### src/rtl/bitport_pkg.sv
package bitport_pkg;

    typedef enum logic [1:0] {
        MODE_BYTE_OUT = 2'd0,
        MODE_BYTE_IN  = 2'd1,
        MODE_BIDIR    = 2'd2,
        MODE_BIT      = 2'd3
    } port_mode_e;

    localparam int SEL_W = 3;

    localparam logic [SEL_W-1:0] SEL_MODE = 3'd0;
    localparam logic [SEL_W-1:0] SEL_DIR  = 3'd1;
    localparam logic [SEL_W-1:0] SEL_MASK = 3'd2;
    localparam logic [SEL_W-1:0] SEL_MCTL = 3'd3;
    localparam logic [SEL_W-1:0] SEL_DOUT = 3'd4;
    localparam logic [SEL_W-1:0] SEL_IE   = 3'd5;

endpackage

### src/rtl/bp_sync.sv
module bp_sync #(
    parameter int WIDTH  = 8,
    parameter int STAGES = 2
) (
    input  logic             clk,
    input  logic             rst_n,
    input  logic [WIDTH-1:0] async_in,
    output logic [WIDTH-1:0] sync_out
);

    logic [WIDTH-1:0] stage_q [STAGES];

    always_ff @(posedge clk or negedge rst_n) begin
        if (!rst_n) begin
            for (int i = 0; i < STAGES; i++) stage_q[i] <= '0;
        end else begin
            stage_q[0] <= async_in;
            for (int i = 1; i < STAGES; i++) stage_q[i] <= stage_q[i-1];
        end
    end

    assign sync_out = stage_q[STAGES-1];

endmodule

### src/rtl/bp_match.sv
module bp_match #(
    parameter int WIDTH = 8
) (
    input  logic [WIDTH-1:0] sample,
    input  logic [WIDTH-1:0] mask,
    input  logic [WIDTH-1:0] dir,
    input  logic             level_hi,
    input  logic             all_rule,
    output logic             match
);

    logic [WIDTH-1:0] active;
    logic [WIDTH-1:0] at_level;
    logic             any_hit;
    logic             all_hit;

    always_comb begin
        active   = ~mask & dir;
        at_level = level_hi ? sample : ~sample;
        any_hit  = |(at_level & active);
        all_hit  = &(at_level | ~active);
        if (active == '0) begin
            match = 1'b0;
        end else begin
            match = all_rule ? all_hit : any_hit;
        end
    end

endmodule

### src/rtl/bitport_match.sv
module bitport_match
    import bitport_pkg::*;
#(
    parameter int WIDTH     = 8,
    parameter int SYNC_DEPTH = 2
) (
    input  logic                 clk,
    input  logic                 rst_n,
    input  logic                 wr_en,
    input  logic [SEL_W-1:0]     wr_sel,
    input  logic [WIDTH-1:0]     wr_data,
    output logic [WIDTH-1:0]     rd_data,
    input  logic [WIDTH-1:0]     pin_in,
    output logic [WIDTH-1:0]     pin_out,
    output logic [WIDTH-1:0]     pin_oe,
    input  logic                 irq_ack,
    output logic                 irq
);

    localparam int MCTL_W = 2;

    typedef struct packed {
        port_mode_e              mode;
        logic [WIDTH-1:0]        dir;
        logic [WIDTH-1:0]        mask;
        logic [MCTL_W-1:0]       mctl;
        logic [WIDTH-1:0]        dout;
        logic                    ie;
        logic                    match_q;
        logic                    irq;
    } state_t;

    state_t s_d, s_q;

    logic [WIDTH-1:0] pins_sync;
    logic             match;
    logic             bit_mode;
    logic             armed;
    logic             rise;

    bp_sync #(
        .WIDTH  (WIDTH),
        .STAGES (SYNC_DEPTH)
    ) i_sync (
        .clk      (clk),
        .rst_n    (rst_n),
        .async_in (pin_in),
        .sync_out (pins_sync)
    );

    bp_match #(
        .WIDTH (WIDTH)
    ) i_match (
        .sample   (pins_sync),
        .mask     (s_q.mask),
        .dir      (s_q.dir),
        .level_hi (s_q.mctl[0]),
        .all_rule (s_q.mctl[1]),
        .match    (match)
    );

    always_comb begin
        s_d      = s_q;
        bit_mode = (s_q.mode == MODE_BIT);
        armed    = bit_mode && s_q.ie;
        rise     = match && !s_q.match_q;

        if (wr_en) begin
            case (wr_sel)
                SEL_MODE: s_d.mode = port_mode_e'(wr_data[1:0]);
                SEL_DIR:  s_d.dir  = wr_data;
                SEL_MASK: s_d.mask = wr_data;
                SEL_MCTL: s_d.mctl = wr_data[MCTL_W-1:0];
                SEL_DOUT: s_d.dout = wr_data;
                SEL_IE:   s_d.ie   = wr_data[0];
                default:  ;
            endcase
        end

        s_d.match_q = match;

        if (!armed) begin
            s_d.irq = 1'b0;
        end else if (rise) begin
            s_d.irq = 1'b1;
        end else if (irq_ack) begin
            s_d.irq = 1'b0;
        end

        case (s_q.mode)
            MODE_BYTE_OUT: pin_oe = '1;
            MODE_BIT:      pin_oe = ~s_q.dir;
            default:       pin_oe = '0;
        endcase
    end

    always_ff @(posedge clk or negedge rst_n) begin
        if (!rst_n) begin
            s_q.mode    <= MODE_BYTE_IN;
            s_q.dir     <= '1;
            s_q.mask    <= '1;
            s_q.mctl    <= '0;
            s_q.dout    <= '0;
            s_q.ie      <= 1'b0;
            s_q.match_q <= 1'b0;
            s_q.irq     <= 1'b0;
        end else begin
            s_q <= s_d;
        end
    end

    assign pin_out = s_q.dout & pin_oe;
    assign rd_data = pins_sync;
    assign irq     = s_q.irq;


    all_masked_no_match_chk: assert property (@(posedge clk) disable iff (!rst_n)
        (s_q.mask == '1) |-> !match);


    irq_needs_arming_chk: assert property (@(posedge clk) disable iff (!rst_n)
        $rose(irq) |-> $past(s_q.mode == MODE_BIT && s_q.ie));


    irq_hold_chk: assert property (@(posedge clk) disable iff (!rst_n)
        (irq && !irq_ack && s_q.ie && s_q.mode == MODE_BIT && !wr_en) |=> irq);


    byte_in_no_drive_chk: assert property (@(posedge clk) disable iff (!rst_n)
        (s_q.mode == MODE_BYTE_IN) |-> (pin_oe == '0 && pin_out == '0));


    disarm_clears_chk: assert property (@(posedge clk) disable iff (!rst_n)
        (!s_q.ie || s_q.mode != MODE_BIT) |=> !irq);

endmodule

### config.mk
export PLATFORM = sky130hd
export DESIGN_NAME = bitport_match
export DESIGN_NICKNAME = d
export VERILOG_FILES = /design/src/rtl/bitport_pkg.sv /design/src/rtl/bp_sync.sv /design/src/rtl/bp_match.sv /design/src/rtl/bitport_match.sv
export SDC_FILE = /design/constraint.sdc
export NUM_CORES = 1
export LEC_CHECK = 0
export BUFFER_PORTS_ARGS = -buffer_cell sky130_fd_sc_hd__buf_2
export CAP_MARGIN = 20
export CORE_MARGIN = 3
export CORE_UTILIZATION = 40
export CTS_CLUSTER_DIAMETER = 40
export DETAILED_ROUTE_END_ITERATION = 7
export HOLD_SLACK_MARGIN = 0.1
export PLACE_DENSITY = 0.7
export SYNTH_ARGS = -nofsm -noshare
export SYNTH_HDL_FRONTEND = slang
export SYNTH_SLANG_ARGS = --single-unit
### constraint.sdc
create_clock -name clk -period 2.65 [get_ports clk]
set_input_delay 0.265 -clock clk [delete_from_list [all_inputs] [get_ports clk]]
set_output_delay 0.265 -clock clk [all_outputs]
set_load 0.03 [all_outputs]
* Word-level counts from Yosys, hierarchy flattened
Index checks and enable logic that the tools add are counted.
** Word-level totals
- Output and inout port bits :: 25
- Flip-flop bits (word level) :: 47
- Input port bits :: 23
- Word-level logic and storage cells :: 46
** Cells by class
- Mux-type cells :: 7
- Reductions and logical operators :: 14
- Bitwise operators :: 8
- Equal/unequal tests :: 7
** Operators with widths (number)
- NOT 8 bit :: 4
- bitwise AND 8 bit :: 3
- one-hot mux 8 bit (2 select lines) :: 1
- AND reduction 2 bit :: 6
- logical NOT 8 bit :: 1
- 2-to-1 mux 8 bit :: 1
- OR 8 bit :: 1
- AND reduction 8 bit :: 1
- OR reduction 8 bit :: 1
- == test 3 x 2 -> 1 bit, second input constant :: 2
- == test 3 bit, second input constant :: 2
- 2-to-1 mux 1 bit :: 5
- == test 3 x 1 -> 1 bit, second input constant :: 1
- logical NOT 3 bit :: 1
- inequality test 3 x 2 -> 1 bit, second input constant :: 1
- == test 2 bit, second input constant :: 1
- logical AND 1 bit :: 2
- logical NOT 2 bit :: 1
- logical NOT 1 bit :: 1

* Depth between registers and ports, before layout
- Word-level depth :: 10
- Depth in mapped cells :: 7
- Mapped depth without buffers :: 6

* Cells and area by module
From an unflattened synthesis, not the netlist that was laid out.
** Second synthesis, totals
- Cells, all modules :: 175
- Area total of the unflattened synthesis :: 2212.1 um^2
** Modules (own cells, without submodules)
- bitport_match :: instances 1, sequential area each 797.0 um^2, cells an instance 113, area an instance 1468.9 um^2
- bp_sync :: instances 1, sequential area each 400.4 um^2, cells an instance 24, area an instance 460.4 um^2
- bp_match :: instances 1, sequential area each 0.0 um^2, cells an instance 38, area an instance 282.8 um^2

* Worst setup path after synthesis
No wires, ideal clock.
- Path kind :: register -> output
- Start :: reg s_q[29] in the netlist's numbering
- End :: out pin_out[0]
- Required time :: 2.385 ns
- Slack :: 0.555 ns
- Buffers on the path :: 1
- Cell stages (with the launch flop) :: 6
- Arrival time :: 1.830 ns
- Cells stage by stage :: dfstp_2 -> inv_1 -> ha_1 -> clkbuf_1 -> nor2_1 -> and2_1
** Between the ends
- Cells in the longest elaborated chain, start to end :: 3
- Elaborated cells on any way between the ends :: 4
- Those cells by class :: eq/ne: 1; mux: 1; bitwise: 1; reduce/logical: 1
** RTL lines
- start, declared :: line bitport_match.sv:33 : state_t s_d, s_q;
- == test 2 bit or logical NOT 2 bit (tied branches) :: line bitport_match.sv:90 : case (s_q.mode)
- one-hot mux 8 bit (2 select lines) (*) :: line bitport_match.sv:90
- named net pin_oe[0] :: line bitport_match.sv:15 : output logic [WIDTH-1:0] pin_oe,
- bitwise AND 8 bit (*) :: line bitport_match.sv:112 : assign pin_out = s_q.dout & pin_oe;
- end, declared :: line bitport_match.sv:14 : output logic [WIDTH-1:0] pin_out,
The timed path passes the listed nets; every way through them passes the cells marked *.

* Worst setup path in the final report
- Start :: reg s_q[29] in the netlist's numbering
- End :: out pin_out[1]
** Between the ends
- Cells in the longest elaborated chain, start to end :: 3
- Elaborated cells on any way between the ends :: 4
- Those cells by class :: eq/ne: 1; mux: 1; bitwise: 1; reduce/logical: 1
** RTL lines (line)
- == test 2 bit or logical NOT 2 bit (tied branches) :: bitport_match.sv:90
- one-hot mux 8 bit (2 select lines) (*) :: bitport_match.sv:90
- bitwise AND 8 bit (*) :: bitport_match.sv:112
Mark *: on every way between the ends. The rest lies on a longest branch, timed or not.

==> results.py <==
metrics = {
    "status": {
        "status": "complete, no violations",
    },
    "grt": {
        "grt-ovfl-total": 0,
        "antenna_found_initial": 0,
        "grt_usage": 0.142,
        "grt_pass1_vias": 1468,
        "grt_pass1_wl_mm": 6.87,
        "grt_max_degree": 48,
    },
    "synthesis": {
        "synth_nets": 213,
        "synth_area_per_cell_um2": 11.4,
        "async_flop_share": 1.00,
        "ys_ff_latch": 47,
        "synth-main-ff-cell": "dfrtp_1",
        "netlist_area_mm2": 0.00214,
        "ys_seq_area_frac": 0.560,
        "ys_top_cells_by_area": "dfrtp_1, dfstp_2, mux2_2",
        "synth_cell_types": 31,
        "synth_edf_count": 0,
        "synth_most_common_cell": "dfrtp_1",
        "yosys.area.top_type": "dfrtp_1",
        "yosys.area.top_type_share": 0.351,
        "yosysWarnings": 0,
        "yosys-top-cells-count": "dfrtp_1, mux2_2, dfstp_2, nand2_1, nand2b_1",
        "synth_cells": 188,
    },
    "setup_path": {
        "path_class": "flop to output pin",
        "cp_data_required_time_ns": 2.38,
        "critPathMaxFanout": 8,
        "reg2regPathDepth": 6,
        "crit_arrival_ns": 1.83,
        "worstReg2RegStart": "s_q[11]$_DFFE_PN0P_",
        "worstSetupStartpointType": "flop",
        "timing.rr.end": "irq$_DFFE_PN0P_",
        "critical_path.endpoint_type": "output pin",
        "startpoint": "s_q[29]$_DFFE_PN1P_",
        "r2r_setup_slack_ns": 0.85,
        "cp-endpoint": "pin_out[1]",
    },
    "die": {
        "num_rows": 25,
        "core_mm2": 0.00494,
        "dieArea_mm2": 0.00626,
        "io_pins": 48,
        "die_x_um": 79.1,
        "start_util": 0.432,
        "chipHeight_um": 79.1,
    },
    "drt": {
        "viasPerCell": 4.84,
        "vias": 1487,
        "ant_nets": 0,
        "wl_mm": 4.20,
        "wl_per_cell_um": 13.7,
        "drc_errors": 0,
        "drtPass1Iterations": 4,
        "drt_iter0_drc": 91,
    },
    "timing": {
        "finalCritPeriodShare": 0.789,
        "hold_viol": 0,
        "fin_hold_ws_ns": 0.191,
        "maxSlewViolCount": 0,
        "finalSetupViolations": 0,
        "rsz0062_at_grt": "no",
        "fin_skew_ns": 0.00477,
        "tns_ns": 0,
        "relSlewSlack": 0.544,
        "fin_crit_ns": 2.09,
        "tightest_slew_ns": 0.680,
        "timing.fmax_mhz": 478,
    },
    "cts": {
        "cts_buffer_depth": 2,
        "post-cts-setup-buffers": 0,
        "cts_made_buffers": 5,
        "path_clk_slew_ns": 0.08,
        "cts_tree": "built",
        "insertion_delay_ns": 0.30,
        "cts.sinks": 47,
        "cts-root-buf": "clkbuf_8",
        "htreeDepth": 2,
    },
    "place": {
        "port_buffers": 47,
        "placedCellCount": 289,
        "place_area_mm2": 0.00238,
        "gp_congestion": 0.808,
        "dp.final_hpwl_mm": 3.05,
    },
    "final_layout": {
        "final_nets": 264,
        "diodes": 0,
        "areaGrowthSynthToFinish_pct": 22.2,
        "drive_gt1_frac": 0.413,
        "final_area_mm2": 0.00261,
        "fin_cells": 307,
    },
    "power": {
        "ir_drop_mv": 0.471,
        "swShare": 0.326,
        "power_density_mw_per_mm2": 811,
        "clkPwrFrac": 0.253,
        "p_int_uw": 1430,
        "switching_power_uw": 690,
        "power_uw": 2120,
        "leakagePower_uw": 0.00119,
        "pwr-share-seq": 0.447,
        "combPwrFrac": 0.301,
    },
    "min_path": {
        "hold_path_class": "primary input to flop",
    },
    "run": {
        "max_cap_viol_count": 0,
    },
}
[cell type report]
class	instances	area (um2)
Fill cell	455	2330
Sequential cell	47	1200
Multi-Input combinational cell	116	815
Timing Repair Buffer	59	360
Tap cell	67	83.8
Clock buffer	6	82.6
Inverter	10	37.5
Clock inverter	2	35.0
[what timing repair did]
action / in CTS / in global routing
hold buffers: 8 / 1
hold endpoints to repair: 8 / 13
resized for setup: 0 / 0
[stage by stage]
| stage | setup slack, ns | util |
|---|---|---|
| finish | 0.558 | 0.528 |
| global route | 0.431 | 0.528 |
| CTS | 0.557 | 0.522 |
| detailed placement | 0.889 | 0.482 |
| global placement | 0.912 | 0.482 |
| floorplan | 0.555 | - |
[registers in the layout (all words and copies together) (netlist names)]
register,count
i_sync.stage_q,8
i_sync.sync_out,8
irq,1
s_q,30
[metal layers]
metal	vias to the layer above	GRT usage	routed length, um
li1	727	-	-
met4	0	0.0464	61
met5	-	0	0
met2	43	0.234	2010
met1	713	0.186	1920
met3	4	0.0329	206
[critical path, cell delays in order (launching register included)]
cell	delay (ns)
dfstp_2	0.54
inv_1	0.06
ha_1	0.41
nor2_1	0.19
and2_1	0.14
buf_2	0.19
[cells by family after synthesis]
group | synth area share
xor gates and xnor gates | 0.0328
AOI/OAI and AO/OA | 0.0761
buffers and inverters | 0.0615
muxes | 0.100
adders and majority gates | 0.0117
and+or+nand+nor | 0.157
DFF | 0.560
[layout by cell type, fill, tap and decap left out, types with 4 or more instances in the layout]
master	count
and2_1	8
nand2_1	14
nor2_1	10
dfstp_2	17
mux2_2	19
o21ai_0	5
inv_1	10
a21oi_1	8
nor2b_1	4
clkbuf_8	6
dfrtp_1	30
dlygate4sd3_1	9
nand2b_1	12
o21ai_1	5
xor2_1	8
buf_2	47
[power groups by stage]
stage	combinational (uW)	sequential (uW)	clock, uW
6_report	637	946	535
5_1_grt	702	963	579
4_1_cts	638	946	549
3_5_place_dp	627	959	0
3_3_place_gp	616	954	0
2_1_floorplan	482	931	0
[worst min path at each step]
stage                                 start                           end  slack [ns]  cells after the start
2_1_floorplan                         rst_n  i_sync.stage_q[10]$_DFF_PN0_       -0.03                      0
3_3_place_gp   i_sync.stage_q[12]$_DFF_PN0_  i_sync.sync_out[4]$_DFF_PN0_        0.33                      0
3_5_place_dp   i_sync.stage_q[11]$_DFF_PN0_  i_sync.sync_out[3]$_DFF_PN0_        0.33                      0
4_1_cts                               rst_n  i_sync.stage_q[15]$_DFF_PN0_        0.16                      1
5_1_grt                          wr_data[6]           s_q[27]$_DFFE_PN1P_        0.19                      3
6_report                         wr_data[7]           s_q[28]$_DFFE_PN1P_        0.19                      3
No activity file was read; power rests on OpenSTA's default activity.
